### src/rtl/falru_pkg.sv
package falru_pkg;
  // capacity in blocks represented by fit-mask bit b
  function automatic int unsigned cap_of(int unsigned min_cap, int unsigned b);
    return min_cap << b;
  endfunction
endpackage

### src/rtl/falru_rank.sv
module falru_rank #(
  parameter int unsigned N_ENTRIES = 8,
  parameter int unsigned IDX_W     = $clog2(N_ENTRIES)
) (
  input  logic             clk_i,
  input  logic             rst_ni,
  input  logic             promote_i,
  input  logic             demote_i,
  input  logic [IDX_W-1:0] idx_i,
  output logic [IDX_W-1:0] rank_o [N_ENTRIES],
  output logic [IDX_W-1:0] victim_o
);
  localparam logic [IDX_W-1:0] LAST = IDX_W'(N_ENTRIES - 1);

  logic [IDX_W-1:0] rank_q [N_ENTRIES];
  logic [IDX_W-1:0] sel_rank;
  logic [N_ENTRIES-1:0] last_vec;

  assign sel_rank = rank_q[idx_i];

  always_ff @(posedge clk_i or negedge rst_ni) begin
    if (!rst_ni) begin
      for (int i = 0; i < N_ENTRIES; i++) rank_q[i] <= IDX_W'(i);
    end else if (promote_i) begin
      for (int i = 0; i < N_ENTRIES; i++) begin
        if (IDX_W'(i) == idx_i)        rank_q[i] <= '0;
        else if (rank_q[i] < sel_rank) rank_q[i] <= rank_q[i] + 1'b1;
      end
    end else if (demote_i) begin
      for (int i = 0; i < N_ENTRIES; i++) begin
        if (IDX_W'(i) == idx_i)        rank_q[i] <= LAST;
        else if (rank_q[i] > sel_rank) rank_q[i] <= rank_q[i] - 1'b1;
      end
    end
  end

  always_comb begin
    victim_o = '0;
    for (int i = 0; i < N_ENTRIES; i++) begin
      last_vec[i] = (rank_q[i] == LAST);
      if (last_vec[i]) victim_o = IDX_W'(i);
    end
  end

  assign rank_o = rank_q;


  victim_unique_chk: assert property (@(posedge clk_i) disable iff (!rst_ni)
    $countones(last_vec) == 1);
endmodule

### src/rtl/falru_match.sv
module falru_match #(
  parameter int unsigned N_ENTRIES = 8,
  parameter int unsigned TAG_W     = 12,
  parameter int unsigned IDX_W     = $clog2(N_ENTRIES)
) (
  input  logic             clk_i,
  input  logic             rst_ni,
  input  logic [TAG_W-1:0] tag_i,
  input  logic [TAG_W-1:0] tags_i  [N_ENTRIES],
  input  logic [N_ENTRIES-1:0] valid_i,
  output logic             any_o,
  output logic [IDX_W-1:0] idx_o
);
  logic [N_ENTRIES-1:0] match;

  for (genvar g = 0; g < N_ENTRIES; g++) begin : g_cmp
    assign match[g] = valid_i[g] && (tags_i[g] == tag_i);
  end

  always_comb begin
    idx_o = '0;
    for (int i = 0; i < N_ENTRIES; i++) if (match[i]) idx_o = IDX_W'(i);
  end

  assign any_o = |match;


  single_match_chk: assert property (@(posedge clk_i) disable iff (!rst_ni)
    any_o |-> $onehot(match));
endmodule

### src/rtl/falru_stats.sv
module falru_stats #(
  parameter int unsigned N_SIZES = 2,
  parameter int unsigned CNT_W   = 16
) (
  input  logic                     clk_i,
  input  logic                     rst_ni,
  input  logic                     lookup_i,
  input  logic [N_SIZES-1:0]       fit_i,
  output logic [N_SIZES*CNT_W-1:0] hits_o,
  output logic [N_SIZES*CNT_W-1:0] misses_o,
  output logic [CNT_W-1:0]         acc_o
);
  logic [CNT_W-1:0] acc_q;

  for (genvar b = 0; b < N_SIZES; b++) begin : g_size
    logic [CNT_W-1:0] hit_q, mis_q;
    always_ff @(posedge clk_i or negedge rst_ni) begin
      if (!rst_ni) begin
        hit_q <= '0;
        mis_q <= '0;
      end else if (lookup_i) begin
        if (fit_i[b]) hit_q <= hit_q + 1'b1;
        else          mis_q <= mis_q + 1'b1;
      end
    end
    assign hits_o[b*CNT_W +: CNT_W]   = hit_q;
    assign misses_o[b*CNT_W +: CNT_W] = mis_q;
  end

  always_ff @(posedge clk_i or negedge rst_ni) begin
    if (!rst_ni)       acc_q <= '0;
    else if (lookup_i) acc_q <= acc_q + 1'b1;
  end
  assign acc_o = acc_q;


  acc_step_chk: assert property (@(posedge clk_i) disable iff (!rst_ni)
    lookup_i |=> acc_q == $past(acc_q) + 1'b1);
endmodule

### src/rtl/falru_tag_store.sv
module falru_tag_store
  import falru_pkg::*;
#(
  parameter int unsigned N_ENTRIES = 8,
  parameter int unsigned ADDR_W    = 16,
  parameter int unsigned OFS_W     = 4,
  parameter int unsigned MIN_CAP   = 2,
  parameter int unsigned CNT_W     = 16,
  localparam int unsigned IDX_W    = $clog2(N_ENTRIES),
  localparam int unsigned N_SIZES  = $clog2(N_ENTRIES) - $clog2(MIN_CAP)
) (
  input  logic                     clk_i,
  input  logic                     rst_ni,
  input  logic                     lookup_i,
  input  logic [ADDR_W-1:0]        lookup_addr_i,
  output logic                     hit_o,
  output logic [IDX_W-1:0]         hit_idx_o,
  output logic [N_SIZES-1:0]       fit_mask_o,
  input  logic                     insert_i,
  input  logic [ADDR_W-1:0]        insert_addr_i,
  input  logic                     invalidate_i,
  input  logic [IDX_W-1:0]         inval_idx_i,
  output logic [IDX_W-1:0]         victim_idx_o,
  output logic [N_SIZES*CNT_W-1:0] size_hits_o,
  output logic [N_SIZES*CNT_W-1:0] size_misses_o,
  output logic [CNT_W-1:0]         accesses_o
);
  localparam int unsigned TAG_W = ADDR_W - OFS_W;

  logic [TAG_W-1:0]     tag_q [N_ENTRIES];
  logic [N_ENTRIES-1:0] valid_q;
  logic [IDX_W-1:0]     rank_w [N_ENTRIES];
  logic                 any_match;
  logic [IDX_W-1:0]     match_idx, upd_idx, hit_rank;
  logic                 do_hit, do_inv, promote;
  logic [N_SIZES-1:0]   fit_inc;

  falru_match #(.N_ENTRIES(N_ENTRIES), .TAG_W(TAG_W), .IDX_W(IDX_W)) match_i (
    .clk_i, .rst_ni,
    .tag_i   (lookup_addr_i[ADDR_W-1:OFS_W]),
    .tags_i  (tag_q),
    .valid_i (valid_q),
    .any_o   (any_match),
    .idx_o   (match_idx)
  );

  assign hit_o     = lookup_i && any_match;
  assign hit_idx_o = match_idx;
  assign hit_rank  = rank_w[match_idx];

  for (genvar b = 0; b < N_SIZES; b++) begin : g_fit
    assign fit_mask_o[b] = hit_o && (hit_rank < IDX_W'(cap_of(MIN_CAP, b)));
  end

  // insert wins over lookup; invalidate only in an otherwise idle cycle
  assign do_hit  = hit_o && !insert_i;
  assign do_inv  = invalidate_i && !lookup_i && !insert_i;
  assign promote = insert_i || do_hit;
  assign upd_idx = insert_i ? victim_idx_o : (do_hit ? match_idx : inval_idx_i);

  falru_rank #(.N_ENTRIES(N_ENTRIES), .IDX_W(IDX_W)) rank_i (
    .clk_i, .rst_ni,
    .promote_i (promote),
    .demote_i  (do_inv),
    .idx_i     (upd_idx),
    .rank_o    (rank_w),
    .victim_o  (victim_idx_o)
  );

  always_ff @(posedge clk_i or negedge rst_ni) begin
    if (!rst_ni) begin
      valid_q <= '0;
      for (int i = 0; i < N_ENTRIES; i++) tag_q[i] <= '0;
    end else if (insert_i) begin
      valid_q[victim_idx_o] <= 1'b1;
      tag_q[victim_idx_o]   <= insert_addr_i[ADDR_W-1:OFS_W];
    end else if (do_inv) begin
      valid_q[inval_idx_i] <= 1'b0;
    end
  end

  falru_stats #(.N_SIZES(N_SIZES), .CNT_W(CNT_W)) stats_i (
    .clk_i, .rst_ni,
    .lookup_i (lookup_i),
    .fit_i    (fit_mask_o),
    .hits_o   (size_hits_o),
    .misses_o (size_misses_o),
    .acc_o    (accesses_o)
  );

  assign fit_inc = ~fit_mask_o + 1'b1;


  hit_to_mru_chk: assert property (@(posedge clk_i) disable iff (!rst_ni)
    (lookup_i && hit_o && !insert_i) |=> rank_w[$past(hit_idx_o)] == '0);

  insert_fill_chk: assert property (@(posedge clk_i) disable iff (!rst_ni)
    insert_i |=> valid_q[$past(victim_idx_o)] && rank_w[$past(victim_idx_o)] == '0);

  inval_to_lru_chk: assert property (@(posedge clk_i) disable iff (!rst_ni)
    (invalidate_i && !lookup_i && !insert_i) |=>
      victim_idx_o == $past(inval_idx_i) && !valid_q[$past(inval_idx_i)]);

  fit_thermo_chk: assert property (@(posedge clk_i) disable iff (!rst_ni)
    $onehot0(fit_inc));

  fit_miss_zero_chk: assert property (@(posedge clk_i) disable iff (!rst_ni)
    !hit_o |-> fit_mask_o == '0);
endmodule

### config.mk
export PLATFORM = sky130hd
export DESIGN_NAME = falru_tag_store
export DESIGN_NICKNAME = d
export VERILOG_FILES = /design/src/rtl/falru_pkg.sv /design/src/rtl/falru_rank.sv /design/src/rtl/falru_match.sv /design/src/rtl/falru_stats.sv /design/src/rtl/falru_tag_store.sv
export SDC_FILE = /design/constraint.sdc
export NUM_CORES = 1
export LEC_CHECK = 0
export BUFFER_PORTS_ARGS = -buffer_cell sky130_fd_sc_hd__buf_2
export CORE_AREA = 2 2 175 160
export CTS_CLUSTER_SIZE = 30
export DETAILED_ROUTE_END_ITERATION = 10
export DIE_AREA = 0 0 177 162
export PLACE_DENSITY_LB_ADDON = 0.2
export SLEW_MARGIN = 20
export SYNTH_ARGS = -nofsm -noshare
export SYNTH_HDL_FRONTEND = slang
export SYNTH_SLANG_ARGS = --single-unit
export TNS_END_PERCENT = 100
### constraint.sdc
create_clock -name clk_i -period 13.9 [get_ports clk_i]
set_clock_uncertainty 0.05 [all_clocks]
set_input_delay 2.78 -clock clk_i [delete_from_list [all_inputs] [get_ports clk_i]]
set_output_delay 2.78 -clock clk_i [all_outputs]
set_load 0.03 [all_outputs]
==> flow_summary.ini, run 1 <==
[detailed_routing]
drt_drc_violations_left = 0
antenna_left = 0
routed_wire_length_per_instance_um = 18.9
finalWirelength_mm = 31.0
drt-initial-drc-count = 590
drt_pass1_iterations = 4
num_vias = 9288
post_drt_via_cell_ratio = 5.68

[cts]
clock_latency_ps = 540
ctsHoldBuffers = 0
post_cts_buffers = 0
clock-sinks = 208
cts-htree-levels = 1
cts-root-buf = sky130_fd_sc_hd__clkbuf_16
cts_inserted_buffers = 24
worst_setup_hold_path_clk_slew_ps = 60
cts.repair.resized = 0
tritoncts = done
clk_path_buf_depth = 3

[critical_path]
crit_chain = buf_2 > xnor2_1 > nand4_1 > or4_1 > a21o_1 > a211o_1 > mux2i_1 > nor3_1 > o41ai_4 > inv_1 > buf_2
critPathArrivalTime_ps = 6170
worst-endpoint-required_ps = 11070
critical_path.most_common_cell = sky130_fd_sc_hd__buf_2
worst_setup_path_startpoint = lookup_addr_i[7]
start_kind = primary input
crit_path_max_fanout = 8
worstSetupEndpointType = output port
worstSetupPathType = in -> out
reg2reg_from = tag_q[50]
slowest_stage = sky130_fd_sc_hd__o41ai_4
slowest_delay_ps = 680

[global_route]
grt-ovfl-total = 0
initial_antenna_violation_count = 0
track_usage_pct = 21.9
grt_start_max_net_pins = 79
grt_pass1_vias = 8871
grt_pass1_wl_mm = 49.7

[timing]
number_of_max_slew_violations_in_the_final_report = 0
final_critical_path_required_period_ps = 9000
post_route_setup_tns_ps = 0
layout_worst_path_cycle_share_pct = 64.7
rsz0062_at_grt = false
fmaxAchievable_mhz = 111
maxSlewHeadroom_pct = 25.3
worst-slew-pin-transition_ps = 1110
final-hold-violation-count = 0
smallest_setup_slack_after_layout_ps = 4900
setup_viol_count_final = 0

[placement]
place_congestion = 0.886
port_buffers = 120
dpl_worst_slack_ps = 4930
detail_placement_hpwl_mm = 21.8
post_placement_cell_count = 1594

[pwr]
share_clk_of_total_power_pct = 19.3
power_density_nw_per_um2 = 239
internal_power_uw = 1970
max-vdd-ir-drop_mv = 0.0995
leak_uw = 0.00629
net_switching_share_of_the_total_power_pct = 40.8
total_switching_power_uw = 1350
power.sequential.fraction_pct = 31.5
power.total_uw = 3320
power.combinational.fraction_pct = 49.2

[finish]
nFillCells = 2479
seqCellArea_um2 = 5220
areaGrowthSynthToFinish_pct = 14.2
nNetsFinal = 1350
antennaDiodeCount = 0
post_layout_nonfiller_instances = 1636
fin_util_pct = 51.9
multiInputGateArea_um2 = 6520
post_route_cells_drive_above_1_share_pct = 24.2

[worst_hold_path]
timing.hold.worst.start = stats_i.g_size[1].mis_q[15]
min_path_type = reg -> reg

[floorplanning]
die_area_um2 = 28700
fp-row-count = 57
initial_utilization_pct = 45.5
core_um2 = 26700
vert_die_dim_um = 162
io_pins = 129
dieWidth_um = 177

[status]
result_of_the_run = completed

[logic_synthesis]
ys.flop_type = sky130_fd_sc_hd__dfrtp_1
synth.net_count = 1231
yosys_register_bits = 208
synth.distinct_cells = 67
synth_seq_area_share_pct = 42.9
synthesis.yosys.warnings = 0
synth_enable_flop_cells = 0
mappedNetlistArea_um2 = 12200
synthCells = 1147
syn_area_per_cell_um2 = 10.6
synth_async_sr_flop_share_pct = 100

[run]
max-cap-violations = 0
worst paths after layout:
kind	to	slack, ps	cells past startpoint
min	stats_i.g_size[1].mis_q[15]	410	1
min in group asynchronous	rank_i.rank_o[7]	2130	1
max in group asynchronous	stats_i.g_size[0].mis_q[9]	10420	2
max	fit_mask_o[0]	4900	11
max reg2reg	rank_i.rank_o[23]	8350	19
min reg2reg	stats_i.g_size[1].mis_q[15]	410	1
layout make-up:
| cell class | instances | share of cell area [%] |
|---|---|---|
| inverter | 52 | 1.42 |
| clock inverter | 10 | 0.983 |
| clock buffer | 32 | 4.83 |
| sequential | 208 | 37.6 |
| tap | 354 | 3.19 |
| multi-input combinational | 849 | 46.9 |
| timing repair buffer | 131 | 5.02 |
kinds of logic (layout without fill, tap and decap cells):
| logic type | after synthesis | count (layout) | share of synthesized area, % |
|---|---|---|---|
| AOI/OAI and AO/OA | 172 | 172 | 10.7 |
| adders and majority gates | 52 | 52 | 5.27 |
| xor gates and xnor gates | 178 | 178 | 12.9 |
| buffers and inverters | 90 | 225 | 3.56 |
| DFF | 208 | 208 | 42.9 |
| muxes | 117 | 117 | 11.1 |
| and+or+nand+nor | 330 | 330 | 13.5 |
synthesized netlist by cell type, types with 3 or more instances:
library cell / count / area share [%]
sky130_fd_sc_hd__inv_1: 51 / 1.6
sky130_fd_sc_hd__clkbuf_1: 16 / 0.49
sky130_fd_sc_hd__dfstp_2: 12 / 2.6
sky130_fd_sc_hd__mux2i_1: 11 / 0.91
sky130_fd_sc_hd__xnor2_1: 151 / 11
sky130_fd_sc_hd__o211ai_1: 6 / 0.37
sky130_fd_sc_hd__o21ai_0: 13 / 0.54
sky130_fd_sc_hd__mux2_2: 101 / 9.4
sky130_fd_sc_hd__and2_1: 6 / 0.31
sky130_fd_sc_hd__a31oi_1: 20 / 1.0
sky130_fd_sc_hd__a21oi_1: 27 / 1.1
sky130_fd_sc_hd__mux2i_4: 4 / 0.74
sky130_fd_sc_hd__a211oi_1: 26 / 1.6
sky130_fd_sc_hd__nor4_2: 3 / 0.31
sky130_fd_sc_hd__buf_2: 3 / 0.12
sky130_fd_sc_hd__a2111oi_0: 11 / 0.79
sky130_fd_sc_hd__o21bai_1: 3 / 0.19
sky130_fd_sc_hd__maj3_2: 5 / 0.46
sky130_fd_sc_hd__nand4_1: 34 / 1.7
sky130_fd_sc_hd__a21o_1: 15 / 0.93
sky130_fd_sc_hd__xor2_1: 26 / 1.9
sky130_fd_sc_hd__a22oi_1: 8 / 0.49
sky130_fd_sc_hd__and4_1: 5 / 0.36
sky130_fd_sc_hd__dfrtp_1: 196 / 40
sky130_fd_sc_hd__nand3_1: 50 / 2.1
sky130_fd_sc_hd__nand2_1: 83 / 2.6
sky130_fd_sc_hd__nor2b_1: 4 / 0.21
sky130_fd_sc_hd__a2111o_1: 5 / 0.46
sky130_fd_sc_hd__buf_6: 9 / 0.83
sky130_fd_sc_hd__nor4_1: 16 / 0.82
sky130_fd_sc_hd__nor3_1: 25 / 1.0
sky130_fd_sc_hd__o311a_1: 4 / 0.33
sky130_fd_sc_hd__or4_1: 6 / 0.37
sky130_fd_sc_hd__or3_1: 7 / 0.36
sky130_fd_sc_hd__buf_1: 4 / 0.12
sky130_fd_sc_hd__ha_1: 44 / 4.5
sky130_fd_sc_hd__a221oi_1: 3 / 0.22
sky130_fd_sc_hd__nor2_1: 67 / 2.1
sky130_fd_sc_hd__a311oi_1: 4 / 0.29
sky130_fd_sc_hd__a211o_1: 10 / 0.72
sky130_fd_sc_hd__and3_1: 17 / 0.87
sky130_fd_sc_hd__buf_4: 6 / 0.37
critical path: cells and delay by family:
| kind | cells | cell delay [ps] |
|---|---|---|
| xor gates and xnor gates | 1 | 260 |
| AOI/OAI and AO/OA | 3 | 1380 |
| muxes | 1 | 230 |
| buffers and inverters | 3 | 590 |
| and+or+nand+nor | 3 | 900 |
state kept, by name (all words and copies together) (netlist names):
name	cells
tag_q	96
stats_i.g_size.mis_q	32
stats_i.acc_o	16
rank_i.rank_o	24
valid_q	8
stats_i.g_size.hit_q	32
metrics by stage:
step	hold slack (ps)	area [µm²]
finish	413	13900
global route	434	13900
global placement	403	13100
floorplan	395	12200
CTS	418	13900
detailed placement	410	13100
per-layer routing:
metal  up-vias  GRT usage, %  share of wire (%)
li1       4392             -                  -
met1      4588          31.4                 46
met3        53          2.81                5.2
met4         0          5.48                2.5
met2       255          35.1                 46
met5         -             0                  0
power groups by stage:
stage / Sequential, µW / Clock, µW / Combinational [µW]
after floorplan: 1060 / 0 / 1240
after global placement: 1050 / 0 / 1600
after detailed placement: 1050 / 0 / 1620
after CTS: 1050 / 661 / 1630
after global routing: 1080 / 686 / 1800
final: 1050 / 642 / 1630
layout by cell type, fill, tap and decap left out, types with 11 or more instances in the layout:
master / Yosys / layout
sky130_fd_sc_hd__mux2_2: 101 / 101
sky130_fd_sc_hd__xor2_1: 26 / 26
sky130_fd_sc_hd__a21o_1: 15 / 15
sky130_fd_sc_hd__ha_1: 44 / 44
sky130_fd_sc_hd__clkbuf_16: 0 / 24
sky130_fd_sc_hd__o21ai_0: 13 / 13
sky130_fd_sc_hd__nand4_1: 34 / 34
sky130_fd_sc_hd__nand3_1: 50 / 50
sky130_fd_sc_hd__nor4_1: 16 / 15
sky130_fd_sc_hd__nor2_1: 67 / 67
sky130_fd_sc_hd__nor3_1: 25 / 24
sky130_fd_sc_hd__and3_1: 17 / 17
sky130_fd_sc_hd__dfstp_2: 12 / 12
sky130_fd_sc_hd__dfrtp_1: 196 / 196
sky130_fd_sc_hd__a21oi_1: 27 / 27
sky130_fd_sc_hd__a211oi_1: 26 / 26
sky130_fd_sc_hd__a2111oi_0: 11 / 11
sky130_fd_sc_hd__buf_2: 3 / 119
sky130_fd_sc_hd__a31oi_1: 20 / 20
sky130_fd_sc_hd__nand2_1: 83 / 83
sky130_fd_sc_hd__inv_1: 51 / 51
sky130_fd_sc_hd__xnor2_1: 151 / 151
sky130_fd_sc_hd__mux2i_1: 11 / 11
No activity file was read; power rests on OpenSTA's default activity.
==> run 2, diff against run 1 <==
==> constraint.sdc (replaced) <==
create_clock -name clk_i -period 9.04 [get_ports clk_i]
set_clock_uncertainty 0.05 [all_clocks]
set_input_delay 1.808 -clock clk_i [delete_from_list [all_inputs] [get_ports clk_i]]
set_output_delay 1.808 -clock clk_i [all_outputs]
set_load 0.03 [all_outputs]
==> run 2 against run 1 <==
Net effect: sequential share of layout area decreased by 0.14 points; power increased by 55%; highest routed layer unchanged; worst setup slack got worse by 2700 ps; flip-flop and latch count unchanged; combinational power increased by 54%; utilization increased by 0.19 points; routed wire length about the same; count of clock-buffer cells in the layout increased by 1; non-clock buffer count decreased by 1; final area increased by 0.37%; first-iteration DRC count increased by 6.1%.
==> flow_summary.ini, run 2 (synthesis results as in run 1) <==
[status]
result_of_the_run = completed

[cts]
cts-htree-levels = 1
cts_inserted_buffers = 24
worst_setup_hold_path_clk_slew_ps = 60
clk_path_buf_depth = 3
post_cts_buffers = 0
ctsHoldBuffers = 0
cts-root-buf = sky130_fd_sc_hd__clkbuf_16
cts.repair.resized = 0
clock_latency_ps = 520
clock-sinks = 208
tritoncts = done

[timing]
setup_viol_count_final = 0
final_critical_path_required_period_ps = 6850
fmaxAchievable_mhz = 146
final-hold-violation-count = 0
worst_hold_slack_ps = 415
number_of_max_slew_violations_in_the_final_report = 0
rsz0062_at_grt = false
layout_worst_path_cycle_share_pct = 75.8
maxSlewHeadroom_pct = 29.0
post_route_setup_tns_ps = 0
worst-slew-pin-transition_ps = 1060

[finish]
largest_register_ffs = 96
stdcell_area_um2 = 13900
fin_util_pct = 52.1
post_route_cells_drive_above_1_share_pct = 24.6
layout.cells.most_common = sky130_fd_sc_hd__dfrtp_1
mostFrequentLayoutCells = sky130_fd_sc_hd__dfrtp_1 (196), sky130_fd_sc_hd__xnor2_1 (151), sky130_fd_sc_hd__buf_2 (119)
nNetsFinal = 1349
areaGrowthSynthToFinish_pct = 14.6
registers.top_by_ff_count = tag_q
antennaDiodeCount = 0
largest_registers_in_the_final_layout = tag_q: 96 flops, stats_i.g_size.hit_q: 32 flops, stats_i.g_size.mis_q: 32 flops

[floorplanning]
die_area_um2 = 28700
dieWidth_um = 177
io_pins = 129
core_um2 = 26700
vert_die_dim_um = 162
fp-row-count = 57
initial_utilization_pct = 45.5

[placement]
place_congestion = 0.888
detail_placement_hpwl_mm = 21.9
port_buffers = 120
dpl_cell_area_um2 = 13100

[critical_path]
critPathArrivalTime_ps = 4990
slowest_delay_ps = 630
critical_path.most_common_cell = sky130_fd_sc_hd__buf_2
slowest_stage = sky130_fd_sc_hd__nor4_2
start_kind = primary input
crit_chain = buf_2 > xnor2_1 > nand3_1 > nor4_2 > nor2_1 > a211o_1 > a211oi_1 > o21ai_0 > a31oi_2 > buf_2
worstSetupEndpointType = output port
worst-endpoint-required_ps = 7180
worstSetupPathType = in -> out
crit_path_max_fanout = 8

[detailed_routing]
num_vias = 9133
post_drt_via_cell_ratio = 5.58
routed_wire_length_per_instance_um = 19.0
drt_drc_violations_left = 0
finalWirelength_mm = 31.0
antenna_left = 0
drt-initial-drc-count = 626
drt_pass1_iterations = 7

[global_route]
grt_start_max_net_pins = 104
grt_pass1_wl_mm = 49.5
track_usage_pct = 21.8
grt_pass1_vias = 8960
grt-ovfl-total = 0
initial_antenna_violation_count = 0

[pwr]
net_switching_share_of_the_total_power_pct = 40.3
power.sequential.fraction_pct = 31.2
power.combinational.fraction_pct = 48.7
leak_uw = 0.00631
power.total_uw = 5160
total_switching_power_uw = 2080
share_clk_of_total_power_pct = 20.1
max-vdd-ir-drop_mv = 0.205
power_density_nw_per_um2 = 370
internal_power_uw = 3080

[run]
max-cap-violations = 0

[worst_hold_path]
min_path_type = reg -> reg
## run 2: final cells by class
class	count	area (µm²)
Fill cell	2413	12800
Multi-Input combinational cell	849	6520
Sequential cell	208	5220
Clock buffer	33	714
Timing Repair Buffer	130	686
Tap cell	354	443
Inverter	52	196
Clock inverter	11	149
## run 2: power groups by stage
| stage | sequential (µW) | clock (µW) | combinational, µW |
|---|---|---|---|
| 6_report | 1610 | 1040 | 2510 |
| 3_3_place_gp | 1610 | 0 | 2450 |
| 4_1_cts | 1610 | 1070 | 2510 |
| 5_1_grt | 1660 | 1100 | 2780 |
| 3_5_place_dp | 1620 | 0 | 2490 |
| 2_1_floorplan | 1630 | 0 | 1900 |
## run 2: stage by stage
stage / setup WS, ps / std cells
4_1_cts: 2230 / 1637
3_5_place_dp: 1770 / 1593
2_1_floorplan: 2770 / 1147
5_1_grt: 1870 / 1637
3_3_place_gp: 1820 / 1593
6_report: 2190 / 1637
## run 2: critical path, delay by kind of cell
kind                      cells  cell delay, ps
AOI/OAI and AO/OA             4            1450
and+or+nand+nor               3             980
buffers and inverters         2             580
xor gates and xnor gates      1             160
## run 2: path summary, 6_finish.rpt
kind                                             start                          end  slack (ps)  depth (start not counted)
setup reg to reg                             tag_q[63]            rank_i.rank_o[18]        3440                         17
min in group asynchronous                       rst_ni            rank_i.rank_o[15]        1250                          1
max in group asynchronous                       rst_ni  stats_i.g_size[0].hit_q[11]        5810                          3
hold / removal             stats_i.g_size[1].mis_q[15]  stats_i.g_size[1].mis_q[15]         410                          1
hold reg to reg            stats_i.g_size[1].mis_q[15]  stats_i.g_size[1].mis_q[15]         410                          1
setup / recovery                     lookup_addr_i[10]                fit_mask_o[1]        2190                         10
## run 2: metal layers
layer  GRT usage, %  part of all wire, %  up-vias  wire (µm)
met5              0                    0        -          0
met4           6.16                  2.6        0        808
met3           3.49                  4.9       64       1520
met2           35.3                   47      235      14400
met1           30.4                   46     4453      14300
li1               -                    -     4381          -
